==> src/rtl/wdg_pkg.sv <==
package wdg_pkg;

    // register select encoding
    localparam logic ADDR_REFRESH = 1'b0;
    localparam logic ADDR_START   = 1'b1;

    // refresh key bytes
    localparam logic [7:0] KEY_ARM  = 8'h00;
    localparam logic [7:0] KEY_FIRE = 8'hFF;

    typedef enum logic {
        SEQ_IDLE  = 1'b0,
        SEQ_ARMED = 1'b1
    } seq_state_e;

    typedef enum logic {
        UF_TO_IRQ   = 1'b0,
        UF_TO_RESET = 1'b1
    } uf_route_e;

endpackage

==> src/rtl/wdg_refresh_seq.sv <==
module wdg_refresh_seq
    import wdg_pkg::*;
(
    input  logic       clk,
    input  logic       rst_n,
    input  logic       wr_en,
    input  logic       wr_addr,
    input  logic [7:0] wr_data,
    output logic       refresh_hit,
    output logic       start_wr
);

    typedef struct packed {
        seq_state_e st;
    } seq_reg_t;

    seq_reg_t seq_d, seq_q;

    always_comb begin
        seq_d       = seq_q;
        refresh_hit = 1'b0;
        start_wr    = wr_en && (wr_addr == ADDR_START);
        if (wr_en && (wr_addr == ADDR_REFRESH)) begin
            if (wr_data == KEY_ARM) begin
                seq_d.st = SEQ_ARMED;
            end else begin
                refresh_hit = (wr_data == KEY_FIRE) && (seq_q.st == SEQ_ARMED);
                seq_d.st    = SEQ_IDLE;
            end
        end
    end

    always_ff @(posedge clk or negedge rst_n) begin
        if (!rst_n) begin
            seq_q.st <= SEQ_IDLE;
        end else begin
            seq_q <= seq_d;
        end
    end

endmodule

==> src/rtl/wdg_prescaler.sv <==
module wdg_prescaler #(
    parameter int DIV_FAST = 16,
    parameter int DIV_SLOW = 128
) (
    input  logic clk,
    input  logic rst_n,
    input  logic enable,
    input  logic clear,
    input  logic restart,
    input  logic sel_in,
    output logic tick
);

    localparam int DIV_MAX = (DIV_SLOW > DIV_FAST) ? DIV_SLOW : DIV_FAST;
    localparam int PRE_W   = (DIV_MAX > 2) ? $clog2(DIV_MAX) : 1;
    localparam logic [PRE_W-1:0] LAST_FAST = PRE_W'(DIV_FAST - 1);
    localparam logic [PRE_W-1:0] LAST_SLOW = PRE_W'(DIV_SLOW - 1);

    typedef struct packed {
        logic [PRE_W-1:0] phase;
        logic             sel;
    } pre_reg_t;

    pre_reg_t pre_d, pre_q;
    logic [PRE_W-1:0] last_phase;

    // divider ratio in force for the current period
    always_comb begin
        last_phase = pre_q.sel ? LAST_SLOW : LAST_FAST;
    end

    always_comb begin
        tick = enable && !clear && (pre_q.phase == last_phase);
    end

    always_comb begin
        pre_d = pre_q;
        if (restart) begin
            pre_d.sel = sel_in;
        end
        if (clear) begin
            pre_d.phase = '0;
        end else if (enable) begin
            if (pre_q.phase == last_phase) begin
                pre_d.phase = '0;
            end else begin
                pre_d.phase = pre_q.phase + 1'b1;
            end
        end
    end

    always_ff @(posedge clk or negedge rst_n) begin
        if (!rst_n) begin
            pre_q.phase <= '0;
            pre_q.sel   <= 1'b0;
        end else begin
            pre_q <= pre_d;
        end
    end

endmodule

==> src/rtl/wdg_counter.sv <==
module wdg_counter #(
    parameter int CNT_W = 15
) (
    input  logic             clk,
    input  logic             rst_n,
    input  logic             load,
    input  logic             tick,
    output logic [CNT_W-1:0] count,
    output logic             uflow
);

    localparam logic [CNT_W-1:0] FULL = {CNT_W{1'b1}};

    typedef struct packed {
        logic [CNT_W-1:0] value;
    } cnt_reg_t;

    cnt_reg_t cnt_d, cnt_q;

    always_comb begin
        uflow = tick && (cnt_q.value == '0);
    end

    always_comb begin
        cnt_d = cnt_q;
        if (load) begin
            cnt_d.value = FULL;
        end else if (tick) begin
            if (cnt_q.value == '0) begin
                cnt_d.value = FULL;
            end else begin
                cnt_d.value = cnt_q.value - 1'b1;
            end
        end
    end

    always_ff @(posedge clk or negedge rst_n) begin
        if (!rst_n) begin
            cnt_q.value <= FULL;
        end else begin
            cnt_q <= cnt_d;
        end
    end

    assign count = cnt_q.value;

endmodule

==> src/rtl/refresh_watchdog.sv <==
module refresh_watchdog
    import wdg_pkg::*;
#(
    parameter int CNT_W    = 15,
    parameter int DIV_FAST = 16,
    parameter int DIV_SLOW = 128
) (
    input  logic             clk,
    input  logic             rst_n,
    input  logic             wr_en,
    input  logic             wr_addr,
    input  logic [7:0]       wr_data,
    input  logic             strap_wait_start,
    input  logic             cfg_div_slow,
    input  logic             cfg_route_reset,
    input  logic             lp_hold,
    output logic [CNT_W-1:0] count_o,
    output logic             irq_o,
    output logic             rst_req_o
);

    typedef struct packed {
        logic run;
        logic fresh;
        logic irq;
        logic rrq;
    } ctl_reg_t;

    ctl_reg_t ctl_d, ctl_q;

    logic refresh_hit;
    logic start_wr;
    logic start_hit;
    logic reload;
    logic restart;
    logic tick;
    logic uflow;
    logic running;
    uf_route_e route;

    wdg_refresh_seq u_seq (
        .clk         (clk),
        .rst_n       (rst_n),
        .wr_en       (wr_en),
        .wr_addr     (wr_addr),
        .wr_data     (wr_data),
        .refresh_hit (refresh_hit),
        .start_wr    (start_wr)
    );

    always_comb begin
        start_hit = start_wr && !ctl_q.run;
        reload    = refresh_hit || start_hit;
        restart   = reload || ctl_q.fresh || uflow;
        running   = ctl_q.run;
        route     = uf_route_e'(cfg_route_reset);
    end

    wdg_prescaler #(
        .DIV_FAST (DIV_FAST),
        .DIV_SLOW (DIV_SLOW)
    ) u_pre (
        .clk     (clk),
        .rst_n   (rst_n),
        .enable  (ctl_q.run && !lp_hold),
        .clear   (reload),
        .restart (restart),
        .sel_in  (cfg_div_slow),
        .tick    (tick)
    );

    wdg_counter #(
        .CNT_W (CNT_W)
    ) u_cnt (
        .clk   (clk),
        .rst_n (rst_n),
        .load  (reload),
        .tick  (tick),
        .count (count_o),
        .uflow (uflow)
    );

    always_comb begin
        ctl_d       = ctl_q;
        ctl_d.fresh = 1'b0;
        if (ctl_q.fresh) begin
            ctl_d.run = !strap_wait_start;
        end
        if (start_hit) begin
            ctl_d.run = 1'b1;
        end
        ctl_d.irq = uflow && (route == UF_TO_IRQ);
        ctl_d.rrq = uflow && (route == UF_TO_RESET);
    end

    always_ff @(posedge clk or negedge rst_n) begin
        if (!rst_n) begin
            ctl_q.run   <= 1'b0;
            ctl_q.fresh <= 1'b1;
            ctl_q.irq   <= 1'b0;
            ctl_q.rrq   <= 1'b0;
        end else begin
            ctl_q <= ctl_d;
        end
    end

    assign irq_o     = ctl_q.irq;
    assign rst_req_o = ctl_q.rrq;

endmodule

==> config.mk <==
export PLATFORM = sky130hd
export DESIGN_NAME = refresh_watchdog
export DESIGN_NICKNAME = d
export VERILOG_FILES = /design/src/rtl/wdg_pkg.sv /design/src/rtl/wdg_refresh_seq.sv /design/src/rtl/wdg_prescaler.sv /design/src/rtl/wdg_counter.sv /design/src/rtl/refresh_watchdog.sv
export SDC_FILE = /design/constraint.sdc
export NUM_CORES = 1
export LEC_CHECK = 0
export CORE_MARGIN = 4
export CORE_UTILIZATION = 45
export CTS_BUF_LIST = sky130_fd_sc_hd__clkbuf_2
export DETAILED_ROUTE_END_ITERATION = 12
export DONT_BUFFER_PORTS = 1
export GPL_ROUTABILITY_DRIVEN = 0
export GPL_TIMING_DRIVEN = 1
export PLACE_DENSITY = 0.67
export SLEW_MARGIN = 25
export SYNTH_ARGS = -nofsm -noshare
export SYNTH_HDL_FRONTEND = slang
export SYNTH_HIERARCHICAL = 1
export SYNTH_SLANG_ARGS = --single-unit
==> constraint.sdc <==
create_clock -name clk -period 3.8 [get_ports clk]
set_clock_uncertainty 0.1 [all_clocks]
set_input_delay 0.19 -clock clk [delete_from_list [all_inputs] [get_ports clk]]
set_output_delay 0.19 -clock clk [all_outputs]
set_load 0.1 [all_outputs]
* Yosys cells after proc, flatten, opt, wreduce, memory -nomap -nowiden
Index checks and enable logic that the tools add are counted. W data, S select, Z words.
Word-level totals: register bits after elaboration 28, bits of input ports 16, output and inout bits 17, word-level logic and storage cells 48
Cells by class: add/subtract/negate cells 2, eq/ne operators 2, multiplexer cells 12, bitwise logic cells 2, reductions and logical operators 22
Operator list (count):
- $mux W15 | 3
- $mux W7 | 4
- $logic_not A15 Y1 | 1
- $sub A15 B1 Y15 const B | 1
- $logic_and A1 B1 Y1 | 10
- $eq A8 B8 Y1 const B | 1
- $logic_not A8 Y1 | 1
- $add A7 B1 Y7 const B | 1
- $eq A7 B7 Y1 | 1
- $reduce_bool A2 Y1 | 3
- $mux W1 | 5
- $logic_not A1 Y1 | 4
- $logic_or A1 B1 Y1 | 3
- $not A1 Y1 | 2

* Longest topological paths before layout
depth in word-level cells 10, depth in mapped cells 12, gate-level depth less buffers 9

* Cells and area by module
Netlist, hierarchy kept.
Modules (own cells, without submodules):
- wdg_counter | times used 1, cells each 91, area an instance 894.6 µm², sequential area each 394.1 µm²
- wdg_prescaler | times used 1, cells each 44, area an instance 426.7 µm², sequential area each 200.2 µm²
- refresh_watchdog | times used 1, cells each 14, area an instance 165.2 µm², sequential area each 101.3 µm²
- wdg_refresh_seq | times used 1, cells each 12, area an instance 96.3 µm², sequential area each 25.0 µm²

* Worst setup path after synthesis
No wires, ideal clock.
path type reg2reg, start reg u_pre/pre_q[6] (netlist bit), end reg u_pre/pre_q[0] (netlist bit), library setup time 125 ps, data arrival time 2859 ps, required time 3575 ps, path slack 717 ps, stages on the path, launching flop included 10, path buffers 1, path through dfrtp_1 -> or4_4 -> a21oi_2 -> and2b_2 -> clkbuf_1 -> or3b_2 -> or4_4 -> inv_2 -> or4b_1 -> mux2_2
Between the ends: cells in the longest elaborated chain, start to end 4
Ends and longest elaborated chain:
- from (decl) | line wdg_prescaler.sv:24 | pre_reg_t pre_d, pre_q;
- from (signal assigned) | line wdg_prescaler.sv:57 | pre_q <= pre_d;
- $eq A7 B7 Y1 | line wdg_prescaler.sv:33 | tick = enable && !clear && (pre_q.phase == last_phase);
- $logic_and A1 B1 Y1 | line wdg_prescaler.sv:33
- via tick | line refresh_watchdog.sv:36 | logic tick;
- $logic_and A1 B1 Y1 | line wdg_counter.sv:21 | uflow = tick && (cnt_q.value == '0);
- via uflow | line refresh_watchdog.sv:37 | logic uflow;
- $logic_or A1 B1 Y1 | line refresh_watchdog.sv:54 | restart = reload || ctl_q.fresh || uflow;
- via restart | line refresh_watchdog.sv:35 | logic restart;
The timed path passes the listed nets, and every way through them passes these cells. A chain may end at the register's enable or synchronous reset.

* Worst setup path after layout
start reg ctl_q, in the netlist running, end reg u_pre/pre_q[0] (netlist bit)
Between the ends: cells in the longest elaborated chain, start to end 8, elaborated cells between the ends (all ways) 10, classes of those cells 10 x reduce/logical
Ends and longest elaborated chain:
- from (decl) | line refresh_watchdog.sv:29 | ctl_reg_t ctl_d, ctl_q;
- from (signal assigned) | line refresh_watchdog.sv:103 | ctl_q <= ctl_d;
- $logic_not A1 Y1 | line refresh_watchdog.sv:52 | start_hit = start_wr && !ctl_q.run;
- $logic_and A1 B1 Y1 | line refresh_watchdog.sv:52
- $logic_or A1 B1 Y1 | line refresh_watchdog.sv:53 | reload = refresh_hit || start_hit;
- $logic_not A1 Y1 | line wdg_prescaler.sv:33
- $logic_and A1 B1 Y1 (*) (2 in series) | line wdg_prescaler.sv:33
- via tick | line refresh_watchdog.sv:36
- $logic_and A1 B1 Y1 (*) | line wdg_counter.sv:21
- via uflow | line refresh_watchdog.sv:37
- $logic_or A1 B1 Y1 (*) | line refresh_watchdog.sv:54
- via restart | line refresh_watchdog.sv:35
Mark *: on every way through the listed nets, which the timed path passes. The rest lies on a longest branch.

==> results_dict.tcl <==
set metrics [dict create \
    vdd_drop_max_uv 258 \
    cp-end-kind "flip-flop" \
    antenna_cells 0 \
    initial_core_util_pct 47.1 \
    maxCapViolations 0 \
    multi_input_area_sq_um 796 \
    die_area_sq_um 4530 \
    wl_mm 3.41 \
    first_pass_iters 4 \
    slowest_stage "or3b_2" \
    drcViolationCount 0 \
    grt_overflow 0 \
    initialDrtViolationCount 80 \
    start_kind "flip-flop" \
    reg2reg_slack_ns 0.61 \
    grt_antenna_before_repair 0 \
    ys_async_sr_fraction_pct 100 \
    rsz0062_at_grt "no" \
    synth_edf_count 0 \
    fillCellCount 337 \
    cts_buffer_depth 2 \
    netlist_area_sq_um 1580 \
    dpl-instance-area_sq_um 1600 \
    hold_class "in -> reg" \
    drive_above_1_share_pct 21.3 \
    worstMarginPinSlew_ns 0.866 \
    ys.flop_type "dfstp_2" \
    portBuffers 0 \
    cts_made_buffers 3 \
    min_period_ns 3.19 \
    cts_setup_buffers 0 \
    worst-path-buf-inv 1 \
    worstPathArrival_ns 3.37 \
    clk_pin_slew_ns 0.24 \
    ant_nets 0 \
    vias 1282 \
    dieWidth_microns 67.3 \
    cts_max_level 1 \
    max_stage_delay_ns 0.46 \
    final_common_cell "dfstp_2" \
    dieHeight_microns 67.3 \
    path_cells "nor2b_1 > nand4_1 > a21oi_2 > and2b_2 > or3b_2 > or4_4 > inv_2 > or4b_1 > mux2_2" \
    grt_max_degree 29 \
    yosysUniqueCellTypes 50 \
    tns_ns 0 \
    grtUsageTotal_pct 16.4 \
    status "finished clean" \
    cts_sinks 28 \
    worstSkewPairLatency_ns 0.37 \
    hold_violations 0 \
    finalCritPeriodShare_pct 84.1 \
    placedCellCount 201 \
    fmax_mhz 313 \
    finalNonFillerCells 215 \
    pin_count 33 \
    p_per_area_nw_per_um2 347 \
    cp_top_family "simple AND/OR/NAND/NOR gates" \
    vias_per_cell 5.96 \
    cts-root-buf "clkbuf_2" \
    grt_pass1_vias 1242 \
    register_area_sq_um 721 \
    worstPathMaxFanout 9 \
    relSlewSlack_pct 42.3 \
    cellLeakagePower_nw 0.625 \
    setup_violations 0 \
    critPathRequiredTime_ns 3.97 \
    finalMaxSlewViolations 0 \
    dp_hpwl_mm 2.49 \
    seq_area_frac_synth_pct 45.5 \
    area_growth_pct 9.49 \
    nNetsFinal 189 \
    routedWlPerCell_microns 15.9 \
    yosys_warnings 6 \
    syn_area_per_cell_sq_um 9.83 \
    synth_nets 180 \
    fp-row-count 21 \
    ys_ff_latch 28 \
    fin_area_sq_um 1730 \
    layout_common_cells "dfstp_2, dfrtp_1, nand2_1" \
    worst-setup-path-type "reg -> reg" \
    synthCells 161 \
    core-area_sq_um 3360 \
    grt_pass1_wl_mm 5.65 \
    cts_tree "built" \
]
-- layer usage --
metal / routed length, microns / vias up / global-route usage, %
met5: 0 / - / 0
met4: 29 / 0 / 3.04
met3: 259 / 6 / 4.99
met2: 1710 / 52 / 29.7
met1: 1410 / 610 / 19.0
li1: - / 614 / -
-- synthesized netlist by cell type, types with 4 or more instances --
master / number / share of area (%)
xor2_1: 4 / 2.2
nand4_1: 6 / 2.4
a21oi_1: 4 / 1.3
dfstp_2: 16 / 27
a31oi_1: 5 / 2.0
nor2_1: 8 / 1.9
nor4_1: 4 / 1.6
nand2_1: 12 / 2.8
o21ai_0: 5 / 1.6
nor3_1: 4 / 1.3
dfrtp_1: 12 / 19
inv_1: 5 / 1.2
or3_1: 4 / 1.6
or4_1: 4 / 1.9
o31ai_1: 4 / 1.9
nand3_1: 11 / 3.5
-- final cells by class --
| class | instances | area share [%] |
|---|---|---|
| clock buffer | 3 | 0.866 |
| clock inverter | 1 | 0.217 |
| inverter | 6 | 1.30 |
| multi-input combinational | 120 | 45.9 |
| sequential | 28 | 41.6 |
| tap | 46 | 3.32 |
| timing repair buffer | 11 | 6.79 |
-- power breakdown --
| part | total (mW) | leakage (nW) | internal (mW) | switching (mW) |
|---|---|---|---|---|
| Sequential | 0.414 | 0.326 | 0.331 | 0.0828 |
| Clock | 0.109 | 0.0140 | 0.0228 | 0.0863 |
| Combinational | 0.0784 | 0.284 | 0.0398 | 0.0386 |
| Total | 0.601 | 0.625 | 0.393 | 0.208 |
-- worst paths after layout --
kind / from / to / cells after the start
min in group asynchronous: rst_n / u_pre/pre_q[4] / 2
worst max-delay path: running / u_pre/pre_q[0] / 9
max in group asynchronous: rst_n / u_cnt/count[1] / 2
worst min-delay path: wr_en / running / 3
worst min register to register: ctl_q[2] / running / 2
worst max register to register: running / u_pre/pre_q[0] / 9
-- cell families (layout without fill, tap and decap cells) --
kind of cell / after synthesis / after routing / share of synthesized area, %
AOI/OAI and AO/OA: 33 / 33 / 14.8
xor gates and xnor gates: 5 / 5 / 2.77
adders and majority gates: 3 / 3 / 2.37
buffers and inverters: 13 / 21 / 4.19
DFF: 28 / 28 / 45.5
muxes: 1 / 1 / 0.711
other: 1 / 1 / 0.237
and+or+nand+nor: 77 / 77 / 29.4
-- worst register-to-register path, delay by kind of cell (launching register included) --
kind | cells | cell delay, ns
AOI/OAI and AO/OA | 1 | 0.23
and+or+nand+nor | 6 | 1.97
buffers and inverters | 1 | 0.11
DFF | 1 | 0.41
muxes | 1 | 0.32
-- state kept, by name (all words and copies together), names as in the netlist --
signal       count
u_cnt/count     15
u_pre/pre_q      8
ctl_q            1
irq_o            1
rst_req_o        1
running          1
u_seq/seq_q      1
-- timing repair --
item / in CTS / in global routing
resized for setup: 0 / 0
hold buffers: 10 / 0
endpoints found under the hold margin: 34 / 0
-- stage by stage --
stage | hold WS [ns] | util, % | worst slack (ns) | power [mW]
after floorplan | -0.206 | - | 0.717 | 0.466
after global placement | -0.204 | 47.7 | 0.769 | 0.478
after detailed placement | -0.204 | 47.7 | 0.639 | 0.482
after CTS | 0.0811 | 51.5 | 0.618 | 0.608
after global routing | 0.0744 | 51.5 | 0.393 | 0.633
final | 0.0976 | 51.5 | 0.605 | 0.601
Power figures use the tool's default switching activity.
